File: src/rtl/spi_sel_rx.sv
module spi_sel_rx #(
  parameter int MAX_BITS = 16,
  localparam int CW = $clog2(MAX_BITS + 1),
  localparam int IW = $clog2(MAX_BITS)
) (
  input  logic                clk,
  input  logic                rst_n,
  input  logic                sw_rst,
  input  logic [CW-1:0]       char_len,
  input  logic                sclk,
  input  logic                cs_n,
  input  logic                mosi,
  output logic                miso,
  input  logic [MAX_BITS-1:0] tx_word,
  output logic [MAX_BITS-1:0] rx_buf,
  output logic                done,
  output logic                ovr,
  input  logic                rx_rd,
  input  logic                ovr_clr
);

  logic [2:0] sck_q;
  logic [1:0] dat_q;
  logic [1:0] sel_q;
  logic [IW-1:0] cnt, tx_idx, last;
  logic [CW-1:0] len_eff;
  logic [MAX_BITS-1:0] sh, mask, nxt;
  logic rise, fall, selected, active, done_set;

  always_ff @(posedge clk or negedge rst_n)
    if (!rst_n) begin
      sck_q <= '0;
      dat_q <= '0;
      sel_q <= '1;
    end else begin
      sck_q <= {sck_q[1:0], sclk};
      dat_q <= {dat_q[0], mosi};
      sel_q <= {sel_q[0], cs_n};
    end

  assign rise     = sck_q[1] & ~sck_q[2];
  assign fall     = ~sck_q[1] & sck_q[2];
  assign selected = ~sel_q[1];
  assign active   = selected & ~sw_rst;

  assign len_eff = (char_len == '0 || char_len > CW'(MAX_BITS)) ? CW'(MAX_BITS) : char_len;
  assign last    = IW'(len_eff - CW'(1));

  for (genvar i = 0; i < MAX_BITS; i++) begin : g_mask
    assign mask[i] = (i < int'(len_eff));
  end

  assign nxt      = {sh[MAX_BITS-2:0], dat_q[1]} & mask;
  assign done_set = active & rise & (cnt == last);
  assign miso     = selected ? tx_word[tx_idx] : 1'b0;

  always_ff @(posedge clk or negedge rst_n)
    if (!rst_n) begin
      cnt    <= '0;
      sh     <= '0;
      tx_idx <= '0;
      rx_buf <= '0;
      done   <= 1'b0;
      ovr    <= 1'b0;
    end else begin
      if (!active) begin
        cnt    <= '0;
        tx_idx <= last;
      end else if (rise) begin
        sh  <= {sh[MAX_BITS-2:0], dat_q[1]};
        cnt <= done_set ? '0 : cnt + IW'(1);
      end else if (fall) begin
        tx_idx <= last - cnt;
      end

      if (done_set) rx_buf <= nxt;

      if (sw_rst) begin
        done <= 1'b0;
        ovr  <= 1'b0;
      end else begin
        if (done_set)   done <= 1'b1;
        else if (rx_rd) done <= 1'b0;
        if (done_set && done && !rx_rd) ovr <= 1'b1;
        else if (ovr_clr)               ovr <= 1'b0;
      end
    end

endmodule

File: config.mk
export PLATFORM = sky130hd
export DESIGN_NAME = spi_sel_rx
export DESIGN_NICKNAME = d
export VERILOG_FILES = /design/src/rtl/spi_sel_rx.sv
export SDC_FILE = /design/constraint.sdc
export NUM_CORES = 1
export LEC_CHECK = 0
export BUFFER_PORTS_ARGS = -buffer_cell sky130_fd_sc_hd__clkbuf_2
export CORE_MARGIN = 2
export CORE_UTILIZATION = 45
export CTS_CLUSTER_DIAMETER = 150
export CTS_CLUSTER_SIZE = 16
export DETAILED_ROUTE_END_ITERATION = 12
export PLACE_DENSITY = 0.67
export SETUP_SLACK_MARGIN = 0.02
export SLEW_MARGIN = 20
export SYNTH_ARGS = -nofsm -noshare
export SYNTH_HDL_FRONTEND = slang
export SYNTH_SLANG_ARGS = --single-unit
File: constraint.sdc
create_clock -name clk -period 3.4 [get_ports clk]
set_input_delay 0.68 -clock clk [delete_from_list [all_inputs] [get_ports clk]]
set_output_delay 0.68 -clock clk [all_outputs]
set_load 0.05 [all_outputs]
==> results of run 1 <==
==> metrics by stage <==
stage | util (%) | hold WS [ps]
CTS | 56.4 | 355
detailed placement | 54.8 | 336
floorplan | - | 331
global placement | 54.8 | 336
finish | 56.4 | 352
global route | 56.4 | 368
==> flip-flops by register name, summed over array words and instances (netlist names) <==
signal	cells
cnt	4
done	1
ovr	1
rx_buf	16
sel_q	2
sck_q	3
tx_idx	4
sh	15
dat_q	2
==> worst max-delay path: cells and delay by family <==
family | cells | cell delay [ps]
adders and majority gates | 3 | 790
xor gates and xnor gates | 1 | 250
muxes | 1 | 190
and+or+nand+nor | 4 | 1060
buffers and inverters | 3 | 390
==> synth_stat cells, drive strengths merged <==
master  instances
a21o            2
o211ai          2
o31a            1
inv            20
xor2            2
dfstp           2
buf             3
or4             1
xnor2           3
nand2b          3
a31oi           1
o311ai          1
or2b            1
mux2i          11
nand3           3
and2b           1
nor3            2
mux4            5
and3            4
ha              6
mux2            7
and2            1
or2             1
nor2           12
dfrtp          46
o21ba           2
clkbuf          5
o21ai          12
nor2b           5
a21oi          10
a2111o          1
nand2          58
fa              1
a211oi          2
==> layer usage <==
metal	vias up	wire, microns
met1	880	2190
met4	0	94
met5	-	0
met2	28	2330
met3	8	182
li1	913	-
==> report_power, final <==
part / leakage [nW] / internal, W / switching, W
clock: 0.0395 / 0.000146 / 0.000178
sequential: 0.588 / 0.000610 / 0.0000282
combinational: 0.924 / 0.000102 / 0.000149
total: 1.55 / 0.000858 / 0.000355
==> layout make-up <==
cell class	count	area share (%)
Clock buffer	8	2.76
Timing Repair Buffer	62	12.0
Inverter	20	2.59
Tap cell	70	3.02
Multi-Input combinational cell	161	38.1
Sequential cell	48	41.6
==> path summary, 6_finish.rpt <==
| kind | endpoint | slack (ps) | depth (start not counted) |
|---|---|---|---|
| max | rx_buf[2] | 290 | 12 |
| min | sck_q[1] | 350 | 0 |
| max reg2reg | cnt[2] | 1660 | 4 |
| min reg2reg | sck_q[1] | 350 | 0 |
| max in group asynchronous | sh[8] | 2210 | 2 |
| min in group asynchronous | cnt[0] | 450 | 1 |
==> logic make-up after synthesis <==
group | after synthesis | share of synthesized area (%)
compound gates | 34 | 9.57
fa+ha+maj | 7 | 3.93
buf+inv | 28 | 4.70
mux | 23 | 12.5
flops | 48 | 49.7
xor+xnor | 5 | 2.12
simple gates | 92 | 17.5
==> results by group, run 1 <==
Logic synthesis
  • Yosys top cell area share: between 40% and 50%
  • #FFs+latches synth: 48
  • Avg Cell Area, Syn: a little over 10 sq um
  • Area contributors post-synth: dfrtp_1 (48%), nand2_1 (9.0%), mux4_2 (4.7%)
  • Library cells used by synthesis: 43
  • Dominant cell type by area after synthesis: dfrtp_1
  • Synth Instances: approximately 240
  • Mapped cell area: between 2000 and 2500 sq um
  • Post-Syn Nets: between 200 and 300
  • Seq/Total Area, Yosys: around 50%
  • Yosys warns: 0

Power and ir drop
  • PwrDens: between 400 and 500 nW/um^2
  • Max VDD drop: between 0.15 and 0.2 mV
  • Tot Pwr: around 0.0012 W
  • Leakage power: between 1.5 and 2 nW

Global routing
  • GR Util met2: between 20% and 30%
  • Largest net degree at the start of global routing: 34
  • Gr usage total: around 18%
  • Total grt overflow: 0
  • GRT Max-Usage Layer: met2
  • Initial antenna violation count: 0
  • First-pass GRT wire length: approximately 8300 microns
  • M1 GR Usage: between 20 and 25%
  • Vias in the first global route: around 1,900
  • Grt met3 use: between 3 and 4%

Worst setup path
  • Crit path DAT: between 3000 and 4000 ps
  • Crit start category: input pin
  • CP Max Fanout: 11
  • Crit-path cells: clkbuf_2 -> or4_1 -> ha_1 -> nor2b_1 -> inv_1 -> ha_1 -> xnor2_1 -> ha_1 -> and3_1 -> nand3_4 -> buf_4 -> mux2i_1
  • R2r startpoint: sel_q[1]
  • WP data required: between 3000 and 4000 ps
  • Critical path capture point type: register
  • CP Launch Point: char_len[3]
  • Critical path type: in2reg
  • CP most frequent cell: ha_1
  • Largest stage delay, worst path: roughly 520 ps
  • Crit-path slowest cell: or4_1

Floorplanning
  • Die width: ~77 microns
  • Die H: slightly below 80 microns
  • Io pins: 48
  • Rows: 26
  • Effective utilization at floorplan: 47.1%
  • Full die area: between 5000 and 6000 sq um
  • Core area: 5140 sq um

Layout
  • Share of layout cells above drive strength 1: slightly above 30%
  • Commonest non-fill, non-tap cell in the layout: nand2_1
  • Register area: 1200 sq um
  • P&R area growth vs syn: 19.7%
  • Nets: 334
  • Finished Cell Area: 2900 sq um
  • # diodes: 0
  • Final non-filler cell total: between 300 and 400
  • Multi-input gate area: between 1000 and 1500 sq um
  • Most frequent cells in the layout: nand2_1 (58), clkbuf_2 (47), dfrtp_1 (46)
  • Fill count: 503

CTS
  • Setup bufs post-CTS: 0
  • H-tree lvl count: 2
  • Clock sink count: 48
  • Root Buffer: clkbuf_8
  • Hold_buf cts: 0
  • Post-CTS sizing: 0
  • Clk Latency, worst-skew pair: around 300 ps
  • CTS Buf Count: 5
  • Maximum buffer depth of the clock tree: 2
  • CTS tree: yes
  • Clock transition at path regs: 80 ps

Outcome
  • Status: finished clean

Timing
  • Achievable clock frequency: 0.321 GHz
  • Setup violators final: 0
  • Final clock skew: 4.52 ps
  • RSZ-0062 raised after global routing: no
  • Share of the clock period used by the worst path: 91.6%
  • Setup TNS: 0 ps
  • Min Tclk post-route: slightly above 3000 ps
  • Pins Over Slew Limit: 0
  • Setup ws final: 286 ps
  • Slew HR: a little under half
  • Worst slew pin tran: 801 ps
  • Hold Vio Cnt, Final: 0

Placed design
  • Placed instance area: approximately 2800 sq um
  • Post-DP HPWL: ~3600 microns
  • Minimum setup slack after placement: -45.0 ps
  • Placed insts: 361
  • Gpl congestion: 0.792
  • Port bufs: 47

Route
  • # DRC: 0
  • DRT iter0 DRCs: 67
  • Antenna Nets Post-Route: 0
  • Routed vias: ~1,800
  • Via-to-Cell Ratio: between 4 and 5
  • DRT Wirelength: roughly 4800 microns
  • Post-DR wirelength/cell: ~13 microns
  • Drt pass-1 iters: 4

Hold path
  • Hold Crit Start: sck_q[0]
  • Min-delay worst type: reg2reg

Run
  • MaxCap Viol Count: 0
No activity file was read; power rests on OpenSTA's default activity.
==> run 2, diff against run 1 <==
Settings changed: CTS_CLUSTER_DIAMETER 150 to 100, PLACE_DENSITY 0.67 to unset, PLACE_DENSITY_LB_ADDON set to 0.3.
==> run 2 against run 1 <==
Global-route usage is 0.33 points higher. Worst setup slack got worse by 35 ps. Worst hold slack got worse by 63 ps. Critical path type unchanged. Sequential power hardly changed. Total power is 2.7% higher. Sequential share of layout area decreased by 0.23 points. Flip-flop and latch count unchanged.
==> results by group, run 2 (synthesis results as in run 1) <==
CTS
  • H-tree lvl count: 2
  • Setup bufs post-CTS: 0
  • Clock sink count: 48
  • Maximum buffer depth of the clock tree: 2
  • Hold_buf cts: 0
  • Post-CTS sizing: 0
  • CTS tree: yes
  • Clock transition at path regs: 80 ps
  • Root Buffer: clkbuf_8
  • Clk Latency, worst-skew pair: 300 ps
  • CTS Buf Count: 5

Timing
  • Achievable clock frequency: about 0.32 GHz
  • Slew HR: 59.6%
  • Min Tclk post-route: ~3100 ps
  • Hold Slack: around 290 ps
  • Pins Over Slew Limit: 0
  • Share of the clock period used by the worst path: about 90%
  • Hold Vio Cnt, Final: 0
  • Setup violators final: 0
  • RSZ-0062 raised after global routing: no
  • Worst slew pin tran: roughly 600 ps
  • Final clock skew: about 6 ps
  • Setup ws final: 251 ps

Worst setup path
  • Crit start category: input pin
  • Crit-path cells: clkbuf_2 -> or4_1 -> ha_1 -> nor2b_1 -> inv_1 -> ha_1 -> xnor2_1 -> ha_1 -> and3_1 -> nand3_4 -> buf_4 -> mux2i_1
  • WP data required: 3630 ps
  • Crit path DAT: 3380 ps
  • Largest delay share family, worst path: simple AND/OR/NAND/NOR gates
  • WP buf/inv: 3
  • Critical path capture point type: register
  • CP most frequent cell: ha_1
  • CP Max Fanout: 11
  • Crit-path slowest cell: or4_1
  • Critical path type: in2reg
  • Largest stage delay, worst path: a little over 500 ps

Layout
  • Final non-filler cell total: 368
  • Biggest regs: rx_buf (16), sh (15)
  • Commonest non-fill, non-tap cell in the layout: nand2_1
  • Max FFs per register: 16
  • Nets: ~330
  • # diodes: 0
  • Most frequent cells in the layout: nand2_1 (58), clkbuf_2 (47), dfrtp_1 (46)
  • P&R area growth vs syn: 20.4%
  • Register with the most flip-flops: rx_buf
  • Share of layout cells above drive strength 1: 31.2%

Run
  • MaxCap Viol Count: 0

Power and ir drop
  • Max VDD drop: about 0.26 mV
  • Leakage power: between 1.5 and 2 nW
  • PwrDens: approximately 430 nW/um^2
  • Tot Pwr: approximately 0.0012 W

Outcome
  • Status: finished clean

Floorplanning
  • Io pins: 48
  • Die width: 77.3 microns
  • Die H: 77.3 microns
  • Rows: 26
  • Effective utilization at floorplan: a little under half
  • Core area: 5140 sq um
  • Full die area: 5980 sq um

Global routing
  • Initial antenna violation count: 0
  • Largest net degree at the start of global routing: 34
  • Total grt overflow: 0
  • First-pass GRT wire length: about 8400 microns
  • Vias in the first global route: 1,833
  • Gr usage total: a little under a fifth

Route
  • Antenna Nets Post-Route: 0
  • Post-DR wirelength/cell: 12.8 microns
  • DRT iter0 DRCs: between 150 and 200
  • Routed vias: around 1,800
  • DRT Wirelength: around 4700 microns
  • # DRC: 0
  • Via-to-Cell Ratio: a little under 5
  • Drt pass-1 iters: 4

Placed design
  • Gpl congestion: just under 0.8
  • Minimum setup slack after placement: -64.0 ps
  • Post-DP HPWL: around 3600 microns
  • Port bufs: 47
  • Placed insts: around 360

Hold path
  • Min-delay worst type: in2async
## run 2: changes by cell type in the layout (fill, tap and decap cells not counted), sizes merged
cell | before | now
clkbuf | 55 | 54
## run 2: worst register-to-register path: stages, from the launching register on
cell and delay [ps]:
dfstp_2 380, nor2_1 240, nand2_1 430, a21o_2 370
o311ai_2 220
## run 2: stage by stage
step,setup TNS (ps),cell area [sq um],util [%]
after floorplan,0,2420,-
after detailed placement,-572,2820,54.8
final,0,2910,56.7
after global placement,0,2820,54.8
after global routing,0,2910,56.7
after CTS,0,2910,56.7
## run 2: where the power goes
part | leakage [nW] | switching [W] | internal, W | total [W]
clock | 0.0503 | 0.000177 | 0.000181 | 0.000358
combinational | 0.924 | 0.000149 | 0.000102 | 0.000251
sequential | 0.588 | 0.0000282 | 0.000610 | 0.000638
total | 1.56 | 0.000354 | 0.000893 | 0.00125
## run 2: metal layers
metal	routed length (microns)	up-vias	track usage (%)
met2	2280	25	29.7
met1	2220	843	23.2
met3	136	8	3.72
met4	79	0	7.50
met5	0	-	0
li1	-	908	-
## run 2: path summary, 6_finish.rpt
path | endpoint | slack, ps | cells past startpoint | start
setup / recovery | rx_buf[6] | 250 | 12 | char_len[3]
hold / removal | sh[12] | 290 | 1 | rst_n
setup reg to reg | cnt[2] | 1650 | 4 | sel_q[1]
hold reg to reg | sel_q[1] | 360 | 0 | sel_q[0]
max in group asynchronous | sel_q[1] | 2320 | 2 | rst_n
min in group clk | sel_q[1] | 360 | 0 | sel_q[0]
## run 2: layout make-up
class / instances / area (sq um)
flip-flops and latches: 48 / 1200
multi-input cells: 161 / 1100
well taps: 70 / 87.6
fillers: 489 / 2230
inverters: 20 / 75.1
repair buffers: 62 / 348
clock buffers: 7 / 96.3
